<file path="src/rtl/wafr_pkg.sv">
package wafr_pkg;

  // Number of words the history must hold so that every offset 0..dw-1
  // can see both a full output word and a full pattern.
  function automatic int calc_words(input int dw, input int pl);
    int need;
    int words;
    need  = dw - 1 + ((pl > dw) ? pl : dw);
    words = (need + dw - 1) / dw;
    return (words < 2) ? 2 : words;
  endfunction

  function automatic int offset_bits(input int dw);
    return (dw > 1) ? $clog2(dw) : 1;
  endfunction

endpackage

</file>
<file path="src/rtl/ctl_edge_sync.sv">
module ctl_edge_sync #(
  parameter int STAGES = 2
) (
  input  logic clk,
  input  logic rst,
  input  logic din,
  output logic rise
);

  logic [STAGES-1:0] sync_q;
  logic              last_q;

  always_ff @(posedge clk) begin
    if (rst) begin
      sync_q <= '0;
      last_q <= 1'b0;
    end else begin
      sync_q <= {sync_q[STAGES-2:0], din};
      last_q <= sync_q[STAGES-1];
    end
  end

  assign rise = sync_q[STAGES-1] & ~last_q;

endmodule

</file>
<file path="src/rtl/rx_bit_history.sv">
module rx_bit_history #(
  parameter int DW = 10,
  parameter int NW = 2,
  localparam int WIN = DW * NW
) (
  input  logic           clk,
  input  logic           rst,
  input  logic [DW-1:0]  din,
  output logic [WIN-1:0] win
);

  // Oldest word sits in the low bits; each new word enters at the top.
  always_ff @(posedge clk) begin
    if (rst) win <= '0;
    else     win <= {din, win[WIN-1:DW]};
  end

endmodule

</file>
<file path="src/rtl/align_pattern_locator.sv">
module align_pattern_locator #(
  parameter int          DW      = 10,
  parameter int          PL      = 10,
  parameter int          WIN     = 20,
  parameter logic [39:0] PATTERN = 40'h17C,
  localparam int         OW      = wafr_pkg::offset_bits(DW)
) (
  input  logic [WIN-1:0] win,
  output logic [DW-1:0]  match_vec,
  output logic           hit,
  output logic [OW-1:0]  hit_pos
);

  localparam logic [PL-1:0] PAT = PATTERN[PL-1:0];

  for (genvar p = 0; p < DW; p++) begin : g_cmp
    assign match_vec[p] = (win[p +: PL] == PAT);
  end

  // Lowest offset wins: scan downward so the last assignment is the lowest.
  always_comb begin
    hit     = 1'b0;
    hit_pos = '0;
    for (int p = DW - 1; p >= 0; p--) begin
      if (match_vec[p]) begin
        hit     = 1'b1;
        hit_pos = OW'(p);
      end
    end
  end

endmodule

</file>
<file path="src/rtl/rx_word_framer.sv">
module rx_word_framer #(
  parameter int          DW          = 10,
  parameter int          PAT_LEN     = 10,
  parameter logic [39:0] PATTERN     = 40'h17C,
  parameter int          SYNC_STAGES = 2
) (
  input  logic          clk,
  input  logic          rst,
  input  logic          mode_manual,
  input  logic [DW-1:0] rx_data,
  input  logic          slip_req,
  input  logic          align_req,
  output logic [DW-1:0] data_out,
  output logic          pat_det,
  output logic          aligned
);

  localparam int NW  = wafr_pkg::calc_words(DW, PAT_LEN);
  localparam int WIN = NW * DW;
  localparam int OW  = wafr_pkg::offset_bits(DW);
  localparam logic [OW-1:0] OFF_LAST = OW'(DW - 1);

  logic           slip_rise;
  logic           align_rise;
  logic [WIN-1:0] win;
  logic [DW-1:0]  match_vec;
  logic           hit;
  logic [OW-1:0]  hit_pos;
  logic [OW-1:0]  slip_off;
  logic           armed;
  logic           lock_now;
  logic [OW-1:0]  eff_off;

  ctl_edge_sync #(.STAGES(SYNC_STAGES)) u_slip_sync (
    .clk (clk),
    .rst (rst),
    .din (slip_req),
    .rise(slip_rise)
  );

  ctl_edge_sync #(.STAGES(SYNC_STAGES)) u_align_sync (
    .clk (clk),
    .rst (rst),
    .din (align_req),
    .rise(align_rise)
  );

  rx_bit_history #(.DW(DW), .NW(NW)) u_hist (
    .clk(clk),
    .rst(rst),
    .din(rx_data),
    .win(win)
  );

  align_pattern_locator #(
    .DW(DW), .PL(PAT_LEN), .WIN(WIN), .PATTERN(PATTERN)
  ) u_locate (
    .win      (win),
    .match_vec(match_vec),
    .hit      (hit),
    .hit_pos  (hit_pos)
  );

  // A lock takes effect on the same edge that finds the pattern.
  assign lock_now = mode_manual & ~align_rise & armed & hit;
  assign eff_off  = lock_now ? hit_pos : slip_off;

  always_ff @(posedge clk) begin
    if (rst) begin
      slip_off <= '0;
      armed    <= 1'b0;
      aligned  <= 1'b0;
      data_out <= '0;
      pat_det  <= 1'b0;
    end else begin
      if (!mode_manual) begin
        armed   <= 1'b0;
        aligned <= 1'b0;
        if (slip_rise)
          slip_off <= (slip_off == OFF_LAST) ? '0 : slip_off + 1'b1;
      end else if (align_rise) begin
        armed   <= 1'b1;
        aligned <= 1'b0;
      end else if (lock_now) begin
        armed    <= 1'b0;
        aligned  <= 1'b1;
        slip_off <= hit_pos;
      end
      data_out <= win[eff_off +: DW];
      pat_det  <= match_vec[eff_off];
    end
  end

endmodule

</file>
<file path="config.mk">
export PLATFORM = sky130hd
export DESIGN_NAME = rx_word_framer
export DESIGN_NICKNAME = d
export VERILOG_FILES = /design/src/rtl/wafr_pkg.sv /design/src/rtl/ctl_edge_sync.sv /design/src/rtl/rx_bit_history.sv /design/src/rtl/align_pattern_locator.sv /design/src/rtl/rx_word_framer.sv
export SDC_FILE = /design/constraint.sdc
export NUM_CORES = 1
export LEC_CHECK = 0
export ABC_AREA = 1
export CAP_MARGIN = 20
export CORE_MARGIN = 3
export CORE_UTILIZATION = 35
export DETAILED_ROUTE_END_ITERATION = 10
export GPL_TIMING_DRIVEN = 0
export PLACE_DENSITY = 0.63
export SLEW_MARGIN = 10
export SYNTH_ARGS = -nofsm -noshare
export SYNTH_HDL_FRONTEND = slang
export SYNTH_SLANG_ARGS = --single-unit
export TNS_END_PERCENT = 100
</file>
<file path="constraint.sdc">
create_clock -name clk -period 2.15 [get_ports clk]
set_input_delay 0.43 -clock clk [delete_from_list [all_inputs] [get_ports clk]]
set_output_delay 0.43 -clock clk [all_outputs]
set_load 0.02 [all_outputs]
</file>
# --- Word level (Yosys, flattened, before mapping) ---
# Cells that the tools add are included.
word_totals:
  wordCells: 68
  inputBits: 15
  regBits: 43
  output_inout_bits: 12
op_classes:
  order_cmp: 1
  n_addsub: 1
  bitwise_logic: 9
  shift: 1
  n_eq_ne: 12
  n_reduce_logical: 5
  mux: 29
ops:
  columns: ["cell", "n"]
  rows:
  - ["$eq A10 B9 Y1 const B", 10]
  - ["$mux W4", 15]
  - ["$shiftx A20 B5 Y10", 1]
  - ["$mux W1", 13]
  - ["$and A1 B1 Y1", 5]
  - ["$lt A4 B5 Y1 const B", 1]
  - ["$add A4 B1 Y4 const B", 1]
  - ["$bmux W1 S4", 1]
  - ["$eq A4 B4 Y1 const B", 1]
  - ["$not A1 Y1", 4]
  - ["$reduce_bool A2 Y1", 2]
  - ["$reduce_or A3 Y1", 1]
  - ["$ne A2 B2 Y1 const B", 1]
  - ["$reduce_and A2 Y1", 1]
  - ["$reduce_or A2 Y1", 1]

# --- Logic depth before layout (Yosys ltp) ---
logic_depth:
  depth_word: 15
  depth_mapped: 19
  ltp_nobuf: 18

# --- By module ---
# From an unflattened synthesis, not the netlist that was laid out.
hier_totals:
  hier_cells: 485
  hier_area_um2: 2874.0
by_module_without_submodules:
  columns: ["module", "cells_each", "n_inst", "seq_area_each_um2", "area_per_inst_um2"]
  rows:
  - ["rx_word_framer", 312, 1, 340.3, 1711.6]
  - ["rx_bit_history", 62, 1, 400.4, 573.0]
  - ["align_pattern_locator", 91, 1, 0.0, 416.6]
  - ["ctl_edge_sync", 10, 2, 60.1, 86.3]

# --- Worst setup path after synthesis ---
# OpenSTA, ideal clock, no wires.
synth_timing:
  kind: "register to register"
  start: "reg u_hist.win[10]"
  end: "reg data_out[8]"
  stages_incl_launch_ff: 17
  slack_ps: 235
  arrival_time_ps: 1845
  required_time_ps: 2079
  setup_time_ps: 71
  cell_sequence: "dfxtp_1 > buf_6 > inv_2 > nand2_1 > nor2_1 > nand3b_1 > nand2_1 > nor2_2 > nand3_4 > nand2_8 > o21ai_2 > buf_6 > buf_8 > nand3_1 > nand3_1 > nand3_1 > a21oi_1"
synth_between:
  elab_chain_cells: 14
synth_lines:
  columns: ["item", "line", "source"]
  rows:
  - ["start, declared", "rx_bit_history.sv:9", "output logic [WIN-1:0] win"]
  - ["start signal, assigned", "rx_bit_history.sv:15", "else win <= {din, win[WIN-1:DW]};"]
  - ["$eq A10 B9 Y1", "align_pattern_locator.sv:17", "assign match_vec[p] = (win[p +: PL] == PAT);"]
  - ["$mux W1 (10 in series)", "align_pattern_locator.sv:25", "if (match_vec[p]) begin"]
  - ["$and A1 B1 Y1", "rx_word_framer.sv:65", "assign lock_now = mode_manual & ~align_rise & armed & hit;"]
  - ["$mux W4", null, null]
  - ["$shiftx A20 B5 Y10 *", "rx_word_framer.sv:89", "data_out <= win[eff_off +: DW];"]
  - ["end signal, assigned", "rx_word_framer.sv:89", null]
  - ["end, declared", "rx_word_framer.sv:13", "output logic [DW-1:0] data_out,"]
# Mark *: on every way between the ends. The rest lies on a longest branch, timed or not.
# A chain may end at the register's enable or synchronous reset.

# --- Worst setup path after layout ---
layout_timing:
  start: "reg u_hist.win[15]"
  end: "reg data_out[6]"
# The elaborated chain is that of the path after synthesis.

==> impl_metrics.csv <==
group,metric,value,unit
final_layout,drive_above_1_share,37.43,%
route,vias_per_cell,5.377,
critical_path,reg2reg_depth,15,
status,status,"finished with violations",
power,p_leak,0.001859,uW
die,die_y,96.10,um
critical_path,crit_end,"data_out[6]",
die,start_util,36.39,%
min_path,worstHoldPathType,"reg2reg",
final_layout,fin_cells,639,
flow_run,maxCapViolCount,0,
placed_design,preCtsSetupSlack,-481.8,ps
power,p_sw_share,33.70,%
final_layout,final_common_cell,"nand2_1",
power,power_density,516.0,nW/um2
global_routing,grt_max_degree,16,
logic_synthesis,avgSynthCellArea,6.137,um2
timing,final_max_slew_viol_count,0,
route,ant_nets,0,
placed_design,gp_congestion,0.9171,
die,ios,27,
route,drc,0,
global_routing,grt-ovfl-total,0,
critical_path,critPathMaxFanout,10,
route,vias,3436,
placed_design,placed_cells_incl_taps,590,
global_routing,antenna_found_initial,0,
power,combPwrFrac,30.0,%
logic_synthesis,ys_ff_latch,43,
logic_synthesis,netlist_top_cells_area,"dfxtp_1 30%, nand3_1 17%, nand2_1 15%, nor2_1 7.8%, inv_1 6.2%",
power,power_switching,751.0,uW
logic_synthesis,synth_top_area_share,30.30,%
route,routed_wl,9825,um
timing,final-setup-viol-count,10,
critical_path,r2r-end,"data_out[6]",
placed_design,port_buffers,25,
cts,path_clk_slew,100,ps
logic_synthesis,yosys.area.top_type,"dfxtp_1",
cts,htreeDepth,2,
timing,slew-limit-headroom,57.80,%
power,intPower,1478,uW
cts,clkLatencyLatePin,310,ps
global_routing,groute.usage.overall,20.18,%
critical_path,crit_start,"u_hist.win[15]",
die,die_w,96.10,um
timing,period_minus_slack,2286,ps
route,drt_iter0_drc,280,
global_routing,grt_pass1_wl,14500,um
cts,clockBufferDepth,2,
final_layout,antenna_cells,0,
power,vdd_ir_drop_max,0.4921,mV
critical_path,start_kind,"register",
timing,rsz0062_at_grt,"yes",
die,row_count,32,
cts,cts_sinks,43,
status,violations,"setup timing",
global_routing,first_global_vias,3045,
power,pwr-share-seq,39.9,%
cts,cts_root_buffer,"clkbuf_8",
placed_design,dp_hpwl,6166,um
final_layout,fill_cells,697,
critical_path,crit_path_end_kind,"register",
cts,postCtsHoldBufs,0,
critical_path,critPathArrivalTime,2520,ps
power,clkPwrFrac,30.1,%
timing,fmax,437.4,MHz
critical_path,path_class,"reg2reg",
final_layout,final_cell_mix,"81 x nand2_1, 66 x nand3_1, 49 x nor2_1",
final_layout,final_nets,551,
final_layout,fin_util,55.32,%
die,die-area,9235,um2
timing,fin_skew,10.36,ps
logic_synthesis,synth_area,2841,um2
logic_synthesis,syn_inst,463,
timing,period_share,106.3,%
logic_synthesis,yosysSeqAreaShare,30.30,%
route,dr.pass1.iters,5,
cts,cts_tree,"built",
logic_synthesis,ys_warn_count,0,
timing,timing.final.ws_setup,-136.1,ps
timing,finalHoldViolations,0,
die,coreArea,7807,um2
min_path,min_from,"u_slip_sync.sync_q[0]",
route,detail_route.wl_per_cell,15.38,um
critical_path,r2r_start,"u_hist.win[15]",
timing,tightest_slew,633.0,ps
logic_synthesis,yosysUniqueCellTypes,31,
cts,cts_buffers,5,
final_layout,syn2layout_area_growth,52.00,%
critical_path,rrSetupSlack,-140,ps
critical_path,required,2390,ps
logic_synthesis,syn_nets,478,
synth_stat cells, drive strengths merged:
cell	instances
o21ai	14
a21oi	21
buf	16
nand2	119
a211oi	1
nand3	102
o21a	1
inv	58
o211ai	2
a31oi	1
nor2	69
nand4	5
dfxtp	43
nand3b	2
o221ai	1
nor3	4
clkbuf	4
layout make-up:
class	count	area [um2]	share of cell area [%]
well taps	102	127.6	2.955
plain buffers	18	186.4	4.316
repair buffers	67	636.9	14.75
clock buffers	5	68.82	1.593
multi-input cells	343	2118	49.04
inverters	58	234.0	5.417
flip-flops and latches	43	900.9	20.86
clock inverters	3	46.29	1.072
per-layer routing:
layer,track usage (%),routed length (um)
met3,3.206,788
met4,6.754,300
met2,33.47,4790
met1,26.54,3945
met5,0,0
worst min-delay path by stage:
| stage | depth (start not counted) | endpoint |
|---|---|---|
| final | 2 | u_slip_sync.sync_q[1] |
| after global routing | 2 | u_slip_sync.sync_q[1] |
| after CTS | 2 | u_slip_sync.sync_q[1] |
| after detailed placement | 2 | u_slip_sync.sync_q[1] |
| after global placement | 2 | u_slip_sync.sync_q[1] |
| after floorplan | 2 | u_align_sync.sync_q[1] |
flip-flops by register name, indices dropped and copies added, names as in the netlist:
| name | cells |
|---|---|
| u_hist.win | 20 |
| data_out | 10 |
| slip_off | 4 |
| u_align_sync.sync_q | 2 |
| u_slip_sync.sync_q | 2 |
| aligned | 1 |
| armed | 1 |
| pat_det | 1 |
| u_align_sync.last_q | 1 |
| u_slip_sync.last_q | 1 |
metrics by stage:
stage	power, uW	area [um2]	TNS (ps)	hold slack, ps
after floorplan	1217	2841	0	388.3
after CTS	2110	3762	-75.91	416.2
after global placement	1370	3219	-5305	399.5
after global routing	2326	4319	-2463	451.7
after detailed placement	1374	3219	-5334	402.2
final	2229	4319	-771.6	417.1
timing repair:
action	CTS	global route
setup endpoints to repair	15	14
gates cloned	4	3
pin swaps	22	41
gates resized for setup	73	101
setup buffers	16	20
critical path, cell delays in order, from the launching register on:
cell and delay [ps]:
dfxtp_4 410, inv_4 60, nor2_4 150, nand3_2 120
nor2_4 160, nor2_2 70, nand3_4 180, nand2_8 110
nand2_8 130, buf_6 170, nand3_1 120, nand3_1 150
nand2_1 100, nand2_1 90, nand3_2 90, a21oi_2 130
power groups by stage:
stage	logic, uW	clock network (uW)	registers, uW
after floorplan	300	0	917
after global placement	468	0	901
after detailed placement	472	0	902
after CTS	547	678	886
after global routing	724	706	896
final	669	670	889
cell families after synthesis:
logic type	count (synthesis)	share of synthesized area, %
flops	43	30.30
compound gates	41	8.014
simple gates	301	49.32
buf+inv	78	12.37
(Power assumes the default switching activity.)
